`config.mk`:
```
export PLATFORM = sky130hd
export DESIGN_NAME = adc_seq_ctrl
export DESIGN_NICKNAME = d
export VERILOG_FILES = /design/src/rtl/adc_seq_pkg.sv /design/src/rtl/adc_seq_sync.sv /design/src/rtl/adc_seq_timer.sv /design/src/rtl/adc_seq_pick.sv /design/src/rtl/adc_seq_avg.sv /design/src/rtl/adc_seq_ctrl.sv
export SDC_FILE = /design/constraint.sdc
export NUM_CORES = 1
export LEC_CHECK = 0
export BUFFER_PORTS_ARGS = -buffer_cell sky130_fd_sc_hd__buf_2
export CORE_UTILIZATION = 32
export CTS_BUF_LIST = sky130_fd_sc_hd__clkbuf_4
export DETAILED_ROUTE_END_ITERATION = 10
export PLACE_DENSITY = 0.47
export SYNTH_ARGS = -nofsm -noshare
export SYNTH_HDL_FRONTEND = slang
export SYNTH_SLANG_ARGS = --single-unit
```
`constraint.sdc`:
```
create_clock -name clk -period 3.35 [get_ports clk]
set_input_delay 0.5025 -clock clk [delete_from_list [all_inputs] [get_ports clk]]
set_output_delay 0.5025 -clock clk [all_outputs]
set_load 0.01 [all_outputs]
```
`src/rtl/adc_seq_pkg.sv`:
```
package adc_seq_pkg;

   typedef enum logic [2:0] {
      ST_IDLE,
      ST_DLY,
      ST_WAIT,
      ST_ACQ,
      ST_CONV,
      ST_CWAIT,
      ST_NEXT,
      ST_TAIL
   } seq_state_t;

   localparam logic [1:0] PWR_OFF      = 2'b00;
   localparam logic [1:0] PWR_AUTO_ALL = 2'b01;
   localparam logic [1:0] PWR_ON       = 2'b10;
   localparam logic [1:0] PWR_AUTO_ADC = 2'b11;

   // conversions per channel for an averaging code
   function automatic int unsigned avg_count(input logic [1:0] code);
      case (code)
         2'd0:    return 1;
         2'd1:    return 4;
         2'd2:    return 8;
         default: return 16;
      endcase
   endfunction

   // right shift that turns the sum into the mean
   function automatic logic [2:0] avg_shift(input logic [1:0] code);
      case (code)
         2'd0:    return 3'd0;
         2'd1:    return 3'd2;
         2'd2:    return 3'd3;
         default: return 3'd4;
      endcase
   endfunction

endpackage

```
`src/rtl/adc_seq_sync.sv`:
```
module adc_seq_sync #(
   parameter int STAGES = 2
) (
   input  logic clk,
   input  logic rst_n,
   input  logic din,
   output logic dout
);
   generate
      if (STAGES == 0) begin : g_direct
         assign dout = din;
      end else begin : g_chain
         logic [STAGES-1:0] chain_q;
         always_ff @(posedge clk or negedge rst_n) begin
            if (!rst_n) chain_q <= '0;
            else        chain_q <= {chain_q[STAGES-2 >= 0 ? STAGES-2 : 0 : 0], din};
         end
         assign dout = chain_q[STAGES-1];
      end
   endgenerate
endmodule

```
`src/rtl/adc_seq_timer.sv`:
```
module adc_seq_timer #(
   parameter int CNT_W = 15
) (
   input  logic             clk,
   input  logic             rst_n,
   input  logic             load,
   input  logic [CNT_W-1:0] load_val,
   input  logic             dec,
   output logic             zero
);
   logic [CNT_W-1:0] cnt_q;

   always_ff @(posedge clk or negedge rst_n) begin
      if (!rst_n)                   cnt_q <= '0;
      else if (load)                cnt_q <= load_val;
      else if (dec && cnt_q != '0)  cnt_q <= cnt_q - 1'b1;
   end

   assign zero = (cnt_q == '0);
endmodule

```
`src/rtl/adc_seq_pick.sv`:
```
module adc_seq_pick #(
   parameter int NUM_CH = 11,
   parameter int CH_W   = 4
) (
   input  logic [NUM_CH-1:0] pend,
   output logic              found,
   output logic [CH_W-1:0]   chan
);
   // lowest pending channel wins
   always_comb begin
      found = 1'b0;
      chan  = '0;
      for (int k = NUM_CH - 1; k >= 0; k--) begin
         if (pend[k]) begin
            found = 1'b1;
            chan  = CH_W'(k);
         end
      end
   end
endmodule

```
`src/rtl/adc_seq_avg.sv`:
```
module adc_seq_avg #(
   parameter int DATA_W = 12,
   parameter int ACC_W  = 16
) (
   input  logic              clk,
   input  logic              rst_n,
   input  logic              clr,
   input  logic              add,
   input  logic [DATA_W-1:0] din,
   input  logic [2:0]        shift,
   output logic [DATA_W-1:0] mean
);
   logic [ACC_W-1:0] acc_q;
   logic [ACC_W-1:0] shifted;

   always_ff @(posedge clk or negedge rst_n) begin
      if (!rst_n)    acc_q <= '0;
      else if (clr)  acc_q <= '0;
      else if (add)  acc_q <= acc_q + ACC_W'(din);
   end

   assign shifted = acc_q >> shift;
   assign mean    = shifted[DATA_W-1:0];
endmodule

```
`src/rtl/adc_seq_ctrl.sv`:
```
module adc_seq_ctrl
   import adc_seq_pkg::*;
#(
   parameter int DATA_W    = 12,
   parameter int NUM_CH    = 11,
   parameter int MASK_W    = 12,
   parameter int COORD_CH  = 2,
   parameter int HOLD_SYNC = 2,
   parameter int DLY_LEN0  = 1,
   parameter int DLY_LEN1  = 256,
   parameter int DLY_LEN2  = 2048,
   parameter int DLY_LEN3  = 16384,
   parameter int ACQ_BASE  = 4,
   parameter int AVG_MAX   = 16
) (
   input  logic              clk,
   input  logic              rst_n,
   input  logic [1:0]        cfg_delay_sel,
   input  logic [1:0]        cfg_acq_sel,
   input  logic [1:0]        cfg_avg_sel,
   input  logic [1:0]        cfg_pwr_mode,
   input  logic              cfg_hold_pol,
   input  logic [11:0]       slave_mask,
   input  logic [11:0]       master_mask,
   input  logic              start,
   input  logic              start_master,
   input  logic              hold_in,
   input  logic              conv_done,
   input  logic [11:0]       conv_data,
   output logic [3:0]        chan_sel,
   output logic              sample_en,
   output logic              conv_start,
   output logic              res_we,
   output logic [3:0]        res_chan,
   output logic [11:0]       res_data,
   output logic              adc_pwr_en,
   output logic              ref_pwr_en,
   output logic              busy
);
   localparam int CH_W    = $clog2(NUM_CH);
   localparam int DLY_W   = $clog2(DLY_LEN3 + 1);
   localparam int ACQ_W   = $clog2(ACQ_BASE * 8 + 1);
   localparam int SMP_W   = $clog2(AVG_MAX + 1);
   localparam int ACC_W   = DATA_W + $clog2(AVG_MAX);

   // elaboration-time parameter checks
   generate
      if (MASK_W != NUM_CH + 1) begin : g_bad_mask
         $error("MASK_W must be NUM_CH + 1");
      end
      if (CH_W != 4 || DATA_W != 12 || MASK_W != 12) begin : g_bad_ports
         $error("port widths assume 11 channels of 12-bit data");
      end
      if (!(DLY_LEN0 >= 1 && DLY_LEN0 < DLY_LEN1 && DLY_LEN1 < DLY_LEN2 && DLY_LEN2 < DLY_LEN3)) begin : g_bad_dly
         $error("delay lengths must be rising and at least 1");
      end
      if (AVG_MAX != 16 || ACQ_BASE < 1) begin : g_bad_avg
         $error("averaging table tops out at 16, window base must be positive");
      end
      if (COORD_CH < 0 || COORD_CH > NUM_CH) begin : g_bad_coord
         $error("COORD_CH out of range");
      end
   endgenerate

   seq_state_t state_q;

   logic [NUM_CH-1:0] slave_pend, master_pend, pend_in, pend_q, pend_rest, pick_src;
   logic [CH_W-1:0]   chan_q, pick_chan;
   logic              pick_found;
   logic [1:0]        dly_sel_q, acq_sel_q, avg_sel_q, dly_sel_use;
   logic [SMP_W-1:0]  smp_cnt_q, smp_next, navg;
   logic              hold_sync, hold_act;
   logic              accept, coord_next;
   logic              dly_load, dly_dec, dly_zero;
   logic              acq_load, acq_dec, acq_zero;
   logic [DLY_W-1:0]  dly_val;
   logic [ACQ_W-1:0]  acq_val;
   logic [DATA_W-1:0] mean;
   logic              unused_mask_lsb;

   // mask bit (MASK_W-1-k) chooses channel k
   generate
      for (genvar k = 0; k < NUM_CH; k++) begin : g_remap
         assign slave_pend[k]  = slave_mask[MASK_W-1-k];
         assign master_pend[k] = master_mask[MASK_W-1-k];
      end
   endgenerate
   assign unused_mask_lsb = slave_mask[0] ^ master_mask[0];

   assign pend_in   = start_master ? master_pend : slave_pend;
   assign pend_rest = pend_q & ~(NUM_CH'(1) << chan_q);
   assign pick_src  = (state_q == ST_IDLE) ? pend_in : pend_rest;

   adc_seq_pick #(.NUM_CH(NUM_CH), .CH_W(CH_W)) u_pick (
      .pend  (pick_src),
      .found (pick_found),
      .chan  (pick_chan)
   );

   // stop-acquisition input, synchronized then polarity applied
   adc_seq_sync #(.STAGES(HOLD_SYNC)) u_sync (
      .clk   (clk),
      .rst_n (rst_n),
      .din   (hold_in),
      .dout  (hold_sync)
   );
   assign hold_act = cfg_hold_pol ? hold_sync : ~hold_sync;

   // start acceptance
   always_comb begin
      accept = start && (|pend_in);
      if (cfg_pwr_mode == PWR_OFF)                  accept = 1'b0;
      if (cfg_pwr_mode == PWR_ON && start_master)   accept = 1'b0;
   end

   assign coord_next = pick_found && (int'(pick_chan) < COORD_CH);

   // delay timer
   assign dly_sel_use = (state_q == ST_IDLE) ? cfg_delay_sel : dly_sel_q;
   always_comb begin
      case (dly_sel_use)
         2'd0:    dly_val = DLY_W'(DLY_LEN0 - 1);
         2'd1:    dly_val = DLY_W'(DLY_LEN1 - 1);
         2'd2:    dly_val = DLY_W'(DLY_LEN2 - 1);
         default: dly_val = DLY_W'(DLY_LEN3 - 1);
      endcase
   end
   assign dly_load = (state_q == ST_IDLE && accept) ||
                     (state_q == ST_NEXT && (!pick_found || coord_next));
   assign dly_dec  = (state_q == ST_DLY) || (state_q == ST_TAIL);

   adc_seq_timer #(.CNT_W(DLY_W)) u_dly (
      .clk      (clk),
      .rst_n    (rst_n),
      .load     (dly_load),
      .load_val (dly_val),
      .dec      (dly_dec),
      .zero     (dly_zero)
   );

   // acquisition timer
   assign acq_val  = ACQ_W'((ACQ_BASE << acq_sel_q) - 1);
   assign acq_load = (state_q == ST_WAIT) && !hold_act;
   assign acq_dec  = (state_q == ST_ACQ);

   adc_seq_timer #(.CNT_W(ACQ_W)) u_acq (
      .clk      (clk),
      .rst_n    (rst_n),
      .load     (acq_load),
      .load_val (acq_val),
      .dec      (acq_dec),
      .zero     (acq_zero)
   );

   // averaging
   adc_seq_avg #(.DATA_W(DATA_W), .ACC_W(ACC_W)) u_avg (
      .clk   (clk),
      .rst_n (rst_n),
      .clr   (state_q == ST_NEXT),
      .add   (state_q == ST_CWAIT && conv_done),
      .din   (conv_data),
      .shift (avg_shift(avg_sel_q)),
      .mean  (mean)
   );

   assign navg     = SMP_W'(avg_count(avg_sel_q));
   assign smp_next = smp_cnt_q + 1'b1;

   // sequencing state machine
   always_ff @(posedge clk or negedge rst_n) begin
      if (!rst_n) begin
         state_q   <= ST_IDLE;
         pend_q    <= '0;
         chan_q    <= '0;
         dly_sel_q <= '0;
         acq_sel_q <= '0;
         avg_sel_q <= '0;
         smp_cnt_q <= '0;
      end else begin
         case (state_q)
            ST_IDLE: begin
               if (accept) begin
                  pend_q    <= pend_in;
                  chan_q    <= pick_chan;
                  dly_sel_q <= cfg_delay_sel;
                  acq_sel_q <= cfg_acq_sel;
                  avg_sel_q <= cfg_avg_sel;
                  smp_cnt_q <= '0;
                  state_q   <= ST_DLY;
               end
            end
            ST_DLY:  if (dly_zero)  state_q <= ST_WAIT;
            ST_WAIT: if (!hold_act) state_q <= ST_ACQ;
            ST_ACQ:  if (acq_zero)  state_q <= ST_CONV;
            ST_CONV: state_q <= ST_CWAIT;
            ST_CWAIT: begin
               if (conv_done) begin
                  smp_cnt_q <= smp_next;
                  state_q   <= (smp_next >= navg) ? ST_NEXT : ST_WAIT;
               end
            end
            ST_NEXT: begin
               smp_cnt_q <= '0;
               pend_q    <= pend_rest;
               if (pick_found) begin
                  chan_q  <= pick_chan;
                  state_q <= coord_next ? ST_DLY : ST_WAIT;
               end else begin
                  state_q <= ST_TAIL;
               end
            end
            ST_TAIL: if (dly_zero) state_q <= ST_IDLE;
            default: state_q <= ST_IDLE;
         endcase
      end
   end

   // outputs
   assign busy       = (state_q != ST_IDLE);
   assign chan_sel   = chan_q;
   assign sample_en  = (state_q == ST_ACQ);
   assign conv_start = (state_q == ST_CONV);
   assign res_we     = (state_q == ST_NEXT);
   assign res_chan   = chan_q;
   assign res_data   = mean;

   always_comb begin
      case (cfg_pwr_mode)
         PWR_AUTO_ALL: begin adc_pwr_en = busy; ref_pwr_en = busy; end
         PWR_ON:       begin adc_pwr_en = 1'b1; ref_pwr_en = 1'b1; end
         PWR_AUTO_ADC: begin adc_pwr_en = busy; ref_pwr_en = 1'b1; end
         default:      begin adc_pwr_en = 1'b0; ref_pwr_en = 1'b0; end
      endcase
   end
endmodule

```
==> impl_results.md, run 1 <==
* Area of the mapped netlist at 0.005260 mm²
* Num ports at 77
* Crit end category: output port
* Dominant synthesized flop cell: dfrtp_1
* Setup TNS at 0 ns
* Initial core utilization at 32.99%
* Final Cycle Share at 91.46%
* Area of the core at 0.01594 mm²
* Worst skew pair latency at 0.43 ns
* Root Buffer Master: clkbuf_4
* Mapped Nets at 664
* Simple-Gate Fraction of Synth Area at 17.29%
* Warnings from Yosys at 0
* Grt ovf at 0
* Final Non-Filler Cells at 870
* WL per Instance at 15.27 µm
* Worst slew margin at 42.57%
* Clock sink count at 68
* CTS tree: built
* HP Class: in2async
* DPL Wire Length at 10.03 mm
* Total die area at 0.01695 mm²
* GPL Wtd Cong at 0.8224
* Mux cell area share after synthesis at 11.39%
* Main combinational cell family by area after synthesis: compound AO/OA/AOI/OAI gates
* Placed cells at 855
* DRC Markers at 0
* Worst vdd ir at 0.0003249 V
* Clk_skew at 0.01473 ns
* Synth Area in Compound Gates at 23.05%
* Status: complete, no violations
* Top delay family on crit path: multiplexers
* Unique masters post-synth at 78
* P_leak at 2.646 nW
* CTS max path bufs at 2
* Crit-path cells: inv_1 > ha_2 > mux2_2 > mux4_2 > buf_2
* Crit path buf inv count at 2
* Post-synthesis xor/xnor area fraction at 4.496%
* PortBufs at 74
* List of most frequent post-synthesis cells: dfrtp_1 (68), o21ai_0 (47), nand2_1 (46)
* Syn Inst Count at 588
* Yosys top cell area share at 32.35%
* Max Clk Rate at 326.4 MHz
* Pwr dens at 918.6 mW/mm²
* Fin crit period at 3.064 ns
* Routed vias/inst at 5.172
* H-tree depth at 3
* Num CTS Buffers at 9
* PostCTS Resize Cnt at 0
* Ratio of cells with drive above 1 in the final layout at 22.82%
* CP Data Arrival Time at 2.56 ns
* WL final at 13.29 mm
* GRT Total Usage at 16.83%
* Critical Path Source Type: flop
* Die width at 130.2 µm
* Synth area leader: dfrtp_1
* RSZ-0062 raised after global routing: no
* Largest net degree at the start of global routing at 36
* Initial antenna violation count at 0
* DRT antenna net count at 0
* # rows at 46
* Initial DRC count at 247
* CP max FO at 18
* CP required at 2.85 ns
* Sequential-to-total area share from yosys stat at 32.35%
* FFs w/ async S/R, synth at 100.0%
* 1st-pass router iterations at 4
* Post-CTS Hold Fix Bufs at 0
* Nets at 726
* Setup bufs post-CTS at 0
* Post-Syn Area per Cell at 8.946 µm²
* Reg clk slew, reported paths at 0.11 ns
* Post-Synth Adder-Cell Area at 6.089%
* Global-route wire length before repair at 22.40 mm
* Slowest cell on crit path: ha_2
* WS Path Type: reg2out
* Final Max Tran Viols at 0
* Final instance area at 0.005926 mm²
* Via count at 4500
* Setup violators final at 0
* Layout area overhead at 12.65%
* Most frequent cell after synthesis: dfrtp_1
* Critical Path Max Stage Delay at 0.59 ns
* Max cap viols at 0
* Final hold vios at 0
* Die H at 130.2 µm
* Post-DP Area at 0.005798 mm²
* Ranking of synthesized cells by area: dfrtp_1 (32%), mux2i_1 (6.5%), ha_1 (5.7%), o21ai_0 (4.5%), xnor2_1 (3.7%)
* Vias in the first global route at 4583
* Number of synthesized register bits at 68
* Tightest Pin Transition at 0.8614 ns
* EDFF count, synth at 0
==> per-stage QoR <==
step,hold slack (ns),util (%),worst slack [ns],total power [W]
after global placement,0.3354,36.37,0.3302,0.004885
after detailed placement,0.3485,36.37,0.3111,0.004944
after CTS,0.1428,37.14,0.08410,0.005499
after global routing,0.1393,37.15,0.1166,0.005981
final,0.1634,37.17,0.2862,0.005443
after floorplan,0.2069,-,0.7793,0.004086
==> final cells by class <==
cell class                 count  area, µm²
antenna                        1      2.502
clock buffer                  11      82.58
fill                        1681      10020
inverter                      26      97.59
sequential                    68       1702
clock inverter                 3      40.04
tap                          216      270.3
timing repair buffer          83      450.4
multi-input combinational    462       3281
==> worst register-to-register path, stage by stage, from the launching register on <==
cell and delay, ns:
dfrtp_1 0.53, nor3_2 0.43, inv_1 0.28, a221o_1 0.36, o31ai_1 0.10, nand3_1 0.22, o21ai_2 0.24, mux2_2 0.35
==> state kept, by name, indices dropped and copies added (netlist names) <==
register	cells
avg_sel_q	2
smp_cnt_q	5
acq_sel_q	2
pend_q	11
state_q	3
u_dly.cnt_q	15
chan_sel	4
u_sync.g_chain.chain_q	2
u_avg.acc_q	16
u_acq.cnt_q	6
dly_sel_q	2
==> kinds of logic (layout without fill, tap and decap cells) <==
group | after synthesis | count (layout)
AOI/OAI and AO/OA | 180 | 180
xor gates and xnor gates | 27 | 27
adders and majority gates | 25 | 25
buffers and inverters | 58 | 123
DFF | 68 | 68
muxes | 54 | 54
other | 0 | 1
and+or+nand+nor | 176 | 176
==> power by group <==
| part | total (W) | internal (W) | switching, W | leakage, nW |
|---|---|---|---|---|
| Sequential | 0.00167 | 0.00118 | 0.000488 | 0.844 |
| Clock | 0.000531 | 0.000234 | 0.000296 | 0.0726 |
| Combinational | 0.00325 | 0.00149 | 0.00176 | 1.73 |
==> final timing paths <==
check | startpoint | to | slack (ns) | cells after the start
max | avg_sel_q[0] | res_data[8] | 0.29 | 5
min reg2reg | u_sync.g_chain.chain_q[0] | u_sync.g_chain.chain_q[1] | 0.37 | 0
max in group asynchronous | rst_n | smp_cnt_q[3] | 2.49 | 2
max reg2reg | state_q[0] | chan_sel[0] | 0.72 | 7
min | rst_n | pend_q[7] | 0.16 | 1
min in group clk | hold_in | u_sync.g_chain.chain_q[0] | 0.17 | 1
==> placed cells by master (no fill, tap or decap), types with 17 or more instances in the layout <==
cell     Yosys  layout
buf_2        7      74
dfrtp_1     68      68
o21ai_0     47      47
nand2_1     46      46
nor2_1      37      37
mux2i_1     34      34
a21oi_1     33      33
inv_1       25      25
ha_1        24      23
xnor2_1     22      22
nand3_1     19      19
mux2_2      17      17
==> metal layers <==
layer | vias up | GRT usage [%] | part of all wire, %
met1 | 2114 | 22.55 | 50
met3 | 17 | 2.091 | 3.1
li1 | 2277 | - | -
met5 | - | 0 | 0
met2 | 92 | 27.57 | 45
met4 | 0 | 6.566 | 2.0
Power figures use the tool's default switching activity.
==> inputs of run 2 (changes only) <==
--- a/config.mk
+++ b/config.mk
@@ -10,6 +10,7 @@
 export CTS_BUF_LIST = sky130_fd_sc_hd__clkbuf_4
 export DETAILED_ROUTE_END_ITERATION = 10
 export PLACE_DENSITY = 0.47
+export REMOVE_ABC_BUFFERS = 1
 export SYNTH_ARGS = -nofsm -noshare
 export SYNTH_HDL_FRONTEND = slang
 export SYNTH_SLANG_ARGS = --single-unit
==> impl_results.md, run 2 (synthesized netlist as in run 1, its figures left out) <==
* Status: complete, no violations
* Nets at 728 (+0.28%)
* Worst skew pair latency at 0.46 ns (+0.03 ns)
* HP Class: in2async
* Final Max Tran Viols at 0 (unchanged)
* Max Clk Rate at 324.2 MHz (-0.67%)
* Final hold vios at 0 (unchanged)
* WL per Instance at 15.53 µm (+1.7%)
* Setup bufs post-CTS at 0 (unchanged)
* Total die area at 0.01695 mm² (unchanged)
* H-tree depth at 3 (unchanged)
* PortBufs at 74 (unchanged)
* CTS max path bufs at 2 (unchanged)
* Setup TNS at 0 ns (unchanged)
* RSZ-0062 raised after global routing: no
* Routed vias/inst at 5.251 (+1.5%)
* Biggest register: u_avg.acc_q
* Largest registers: u_avg.acc_q: 16 flops, u_dly.cnt_q: 15 flops, pend_q: 11 flops
* Clock sink count at 68 (unchanged)
* PostCTS Resize Cnt at 0 (unchanged)
* Post-CTS Hold Fix Bufs at 0 (unchanged)
* Vias in the first global route at 4448 (-2.9%)
* Setup violators final at 0 (unchanged)
* Largest net degree at the start of global routing at 40 (+11%)
* # rows at 46 (unchanged)
* WS Path Type: reg2out
* Commonest non-fill, non-tap cell in the layout: buf_2
* CP max FO at 16 (-2)
* Initial DRC count at 259 (+4.9%)
* Initial antenna violation count at 1 (+1)
* Critical Path Source Type: flop
* Crit end category: output port
* Commonest non-fill, non-tap cells in the layout: buf_2 (74), dfrtp_1 (68), o21ai_0 (47), nand2_1 (46), nor2_1 (37)
* Final Cycle Share at 92.08% (+0.62 points)
* Reg clk slew, reported paths at 0.14 ns (+0.03 ns)
* Tightest Pin Transition at 0.7897 ns (-0.07173 ns)
* DPL Wire Length at 10.15 mm (+1.2%)
* 1st-pass router iterations at 5 (+1)
* Num ports at 77 (unchanged)
* Worst slew margin at 46.52% (+4.0 points)
* CTS tree: built
* Largest register FFs at 16 (unchanged)
* CP required at 2.85 ns (about the same)
* Root Buffer Master: clkbuf_4
* Layout area overhead at 13.18%
* P_leak at 2.652 nW (+0.23%)
* Initial core utilization at 32.99% (unchanged)
* End-of-flow core utilization at 37.34% (+0.17 points)
* Die width at 130.2 µm (unchanged)
* Die H at 130.2 µm (unchanged)
* GPL Wtd Cong at 0.8183 (-0.50%)
* Fin crit period at 3.085 ns (+0.02081 ns)
* GRT Total Usage at 17.14% (+0.30 points)
* Clk_skew at 0.02045 ns (+0.005727 ns)
* Grt ovf at 0 (unchanged)
* DRT antenna net count at 0 (unchanged)
* Ratio of cells with drive above 1 in the final layout at 23.29% (+0.47 points)
* Pwr dens at 932.4 mW/mm² (+1.5%)
* Area of the core at 0.01594 mm² (unchanged)
* Via count at 4589 (+2.0%)
* Worst vdd ir at 0.0003154 V (-2.9%)
* Num CTS Buffers at 9 (unchanged)
* Max cap viols at 0 (unchanged)
* WL final at 13.57 mm (+2.2%)
* DRC Markers at 0 (unchanged)
* CP Data Arrival Time at 2.58 ns (+0.02 ns)
* Global-route wire length before repair at 22.64 mm (+1.0%)
-- run 2: power breakdown --
group	internal [W]	leakage [nW]	switching (W)
clock	0.000237	0.0740	0.000368
sequential	0.00118	0.844	0.000493
combinational	0.00150	1.73	0.00178
-- run 2: per-stage QoR --
step | setup slack, ns | total power, W | instance area [µm²] | instances | hold WS (ns)
floorplan | 0.7575 | 0.003964 | 5077 | 556 | 0.2069
global placement | 0.4159 | 0.004923 | 5801 | 857 | 0.3372
detailed placement | 0.3759 | 0.004970 | 5801 | 857 | 0.3442
CTS | 0.06343 | 0.005609 | 5948 | 873 | 0.03579
global route | 0.1366 | 0.006108 | 5953 | 874 | 0.06954
finish | 0.2654 | 0.005551 | 5953 | 874 | 0.05324
-- run 2: area by class of cell --
cell class	count	area (µm²)
Inverter	26	97.59
Sequential cell	68	1702
Timing Repair Buffer	85	452.9
Tap cell	216	270.3
Multi-Input combinational cell	462	3281
Clock inverter	7	80.08
Antenna cell	1	2.502
Clock buffer	9	67.56
Fill cell	1687	9990
-- run 2: worst max-delay path: stages (launching register included) --
cell     delay, ns
dfrtp_1       0.42
inv_1         0.08
ha_2          0.58
mux2_2        0.43
mux4_2        0.46
buf_2         0.15
-- run 2: path summary, 6_finish.rpt --
kind                                           start                         to  slack [ns]  cells after the start
min in group clk                             hold_in  u_sync.g_chain.chain_q[0]        0.14                      1
hold reg to reg            u_sync.g_chain.chain_q[0]  u_sync.g_chain.chain_q[1]        0.37                      0
max in group asynchronous                      rst_n             u_acq.cnt_q[3]        2.86                      2
hold / removal                                 rst_n             u_avg.acc_q[5]        0.05                      2
setup / recovery                        avg_sel_q[1]                res_data[9]        0.27                      5
setup reg to reg                          state_q[0]                chan_sel[0]        0.52                      7
-- run 2: metal layers --
| metal | vias to the layer above | GRT usage, % | share of wire (%) |
|---|---|---|---|
| met4 | 0 | 6.635 | 1.5 |
| met3 | 13 | 2.378 | 3.5 |
| met5 | - | 0 | 0 |
| li1 | 2286 | - | - |
| met2 | 90 | 27.82 | 47 |
| met1 | 2200 | 23.00 | 48 |
==> inputs of run 3 (changes only) <==
--- a/config.mk
+++ b/config.mk
@@ -6,9 +6,11 @@
 export NUM_CORES = 1
 export LEC_CHECK = 0
 export BUFFER_PORTS_ARGS = -buffer_cell sky130_fd_sc_hd__buf_2
+export CORE_MARGIN = 2
 export CORE_UTILIZATION = 32
 export CTS_BUF_LIST = sky130_fd_sc_hd__clkbuf_4
 export DETAILED_ROUTE_END_ITERATION = 10
+export MAX_ROUTING_LAYER = met4
 export PLACE_DENSITY = 0.47
 export REMOVE_ABC_BUFFERS = 1
 export SYNTH_ARGS = -nofsm -noshare
==> impl_results.md, run 3 (synthesized netlist as in run 1, its figures left out) <==
* Pwr dens at 940.2 mW/mm² (+0.84%)
* Commonest non-fill, non-tap cells in the layout: buf_2 (74), dfrtp_1 (68), o21ai_0 (47), nand2_1 (46), nor2_1 (37)
* Post-CTS Hold Fix Bufs at 0 (unchanged)
* Initial core utilization at 32.87% (-0.12 points)
* Commonest non-fill, non-tap cell in the layout: buf_2
* WL per Instance at 16.14 µm (+3.9%)
* Setup violators final at 0 (unchanged)
* 1st-pass router iterations at 4 (-1)
* Die H at 132.2 µm (+1.5%)
* PortBufs at 74 (unchanged)
* Largest net degree at the start of global routing at 41 (+2.5%)
* Grt ovf at 0 (unchanged)
* Critical Path Source Type: flop
* Setup bufs post-CTS at 0 (unchanged)
* Vias in the first global route at 4742 (+6.6%)
* Worst slew margin at 50.25% (+3.7 points)
* CP required at 2.85 ns (about the same)
* Final instance area at 0.005961 mm² (+0.13%)
* Max cap viols at 0 (unchanged)
* Slowest cell on crit path: ha_2
* Area of the core at 0.01600 mm² (+0.36%)
* Layout area overhead at 13.32%
* WS Path Type: reg2out
* Clock sink count at 68 (unchanged)
* Max Clk Rate at 324.0 MHz (about the same)
* Post-DP Area at 0.005798 mm² (about the same)
* Critical Path Max Stage Delay at 0.61 ns (+0.03 ns)
* CTS max path bufs at 2 (unchanged)
* Num ports at 77 (unchanged)
* Reg clk slew, reported paths at 0.12 ns (-0.02 ns)
* Setup TNS at 0 ns (unchanged)
* Num CTS Buffers at 9 (unchanged)
* Routed vias/inst at 5.325 (+1.4%)
* Nets at 726 (-0.27%)
* CTS tree: built
* Final hold vios at 0 (unchanged)
* GPL Wtd Cong at 0.8418 (+2.9%)
* HP Class: in2async
* Fin crit period at 3.086 ns (+0.001564 ns)
* DRC Markers at 0 (unchanged)
* GRT Total Usage at 16.91% (-0.23 points)
* Ratio of cells with drive above 1 in the final layout at 22.90% (-0.39 points)
* Crit-path cells: inv_1 > ha_2 > mux2_2 > mux4_2 > buf_2
* Met2 Use GR at 27.05% (-0.76 points)
* RSZ-0062 raised after global routing: no
* Die width at 132.2 µm (+1.5%)
* Initial DRC count at 227 (-12%)
* Largest register FFs at 16 (unchanged)
* Status: complete, no violations
* Worst vdd ir at 0.0002852 V (-9.6%)
* Initial antenna violation count at 1 (unchanged)
* Final Cycle Share at 92.12% (about the same)
* WL final at 14.07 mm (+3.7%)
* Crit end category: output port
* Final Max Tran Viols at 0 (unchanged)
* GR Util met1 at 21.51% (-1.5 points)
* CP max FO at 18 (+2)
* DRT antenna net count at 0 (unchanged)
* H-tree depth at 3 (unchanged)
* Largest registers: u_avg.acc_q: 16 flops, u_dly.cnt_q: 15 flops, pend_q: 11 flops
* Biggest register: u_avg.acc_q
* Total die area at 0.01748 mm² (+3.1%)
* Global-route wire length before repair at 23.36 mm (+3.2%)
* Grt met3 use at 2.422% (+0.044 points)
* P_leak at 2.657 nW (+0.18%)
* DPL Wire Length at 10.42 mm (+2.7%)
* # rows at 46 (unchanged)
* CP Data Arrival Time at 2.58 ns (about the same)
* Clk_skew at 0.01042 ns (-0.01004 ns)
* Via count at 4643 (+1.2%)
* Tightest Pin Transition at 0.7346 ns (-0.05505 ns)
* Worst skew pair latency at 0.46 ns (about the same)
* GR peak layer: met2
* Root Buffer Master: clkbuf_4
[run 3: metal layers]
metal / up-vias / part of all wire, % / wire length, µm
li1: 2288 / - / -
met1: 2223 / 48 / 6719
met2: 113 / 46 / 6507
met3: 19 / 4.1 / 575
met4: 0 / 1.9 / 269
met5: - / 0 / 0
[run 3: metrics by stage]
stage          setup WS, ns  utilization [%]  std cells  total power, W  hold WS (ns)
4_1_cts            0.002771            37.22        871        0.005647       0.09827
3_3_place_gp         0.3111            36.24        855        0.004912        0.3368
3_5_place_dp         0.3185            36.24        855        0.004982        0.3416
5_1_grt             0.07702            37.25        872        0.006112        0.1025
6_report             0.2638            37.25        872        0.005605       0.09819
2_1_floorplan        0.7575                -        556        0.003964        0.2069
[run 3: final timing paths]
check	from	end	slack, ns	cells after the start
worst min register to register	u_sync.g_chain.chain_q[0]	u_sync.g_chain.chain_q[1]	0.37	0
min in group clk	hold_in	u_sync.g_chain.chain_q[0]	0.14	1
worst min-delay path	rst_n	u_avg.acc_q[4]	0.1	1
worst max-delay path	avg_sel_q[1]	res_data[9]	0.26	5
max in group asynchronous	rst_n	dly_sel_q[0]	2.57	2
worst max register to register	chan_sel[0]	u_dly.cnt_q[4]	0.70	6
[run 3: where the power goes]
part,internal (W),switching [W],total (W)
sequential,0.00118,0.000497,0.00167
clock,0.000300,0.000335,0.000635
combinational,0.00149,0.00181,0.00330
[run 3: layout make-up]
cell class | count | area [µm²]
antenna | 1 | 2.502
clock buffer | 9 | 67.56
clock inverter | 7 | 90.09
fill | 1720 | 10040
inverter | 26 | 97.59
multi-input combinational | 462 | 3281
sequential | 68 | 1702
tap | 216 | 270.3
timing repair buffer | 83 | 450.4
[run 3: critical path, delay by kind of cell, from the launching register on]
| kind | cells | cell delay, ns |
|---|---|---|
| adders and majority gates | 1 | 0.61 |
| DFF | 1 | 0.40 |
| muxes | 2 | 0.89 |
| buffers and inverters | 2 | 0.23 |
[run 3: what timing repair did]
| action | 4_1_cts | 5_1_grt |
|---|---|---|
| endpoints found under the setup margin | 0 | 8 |
| resized for setup | 0 | 1 |
| endpoints found under the hold margin | 0 | 0 |
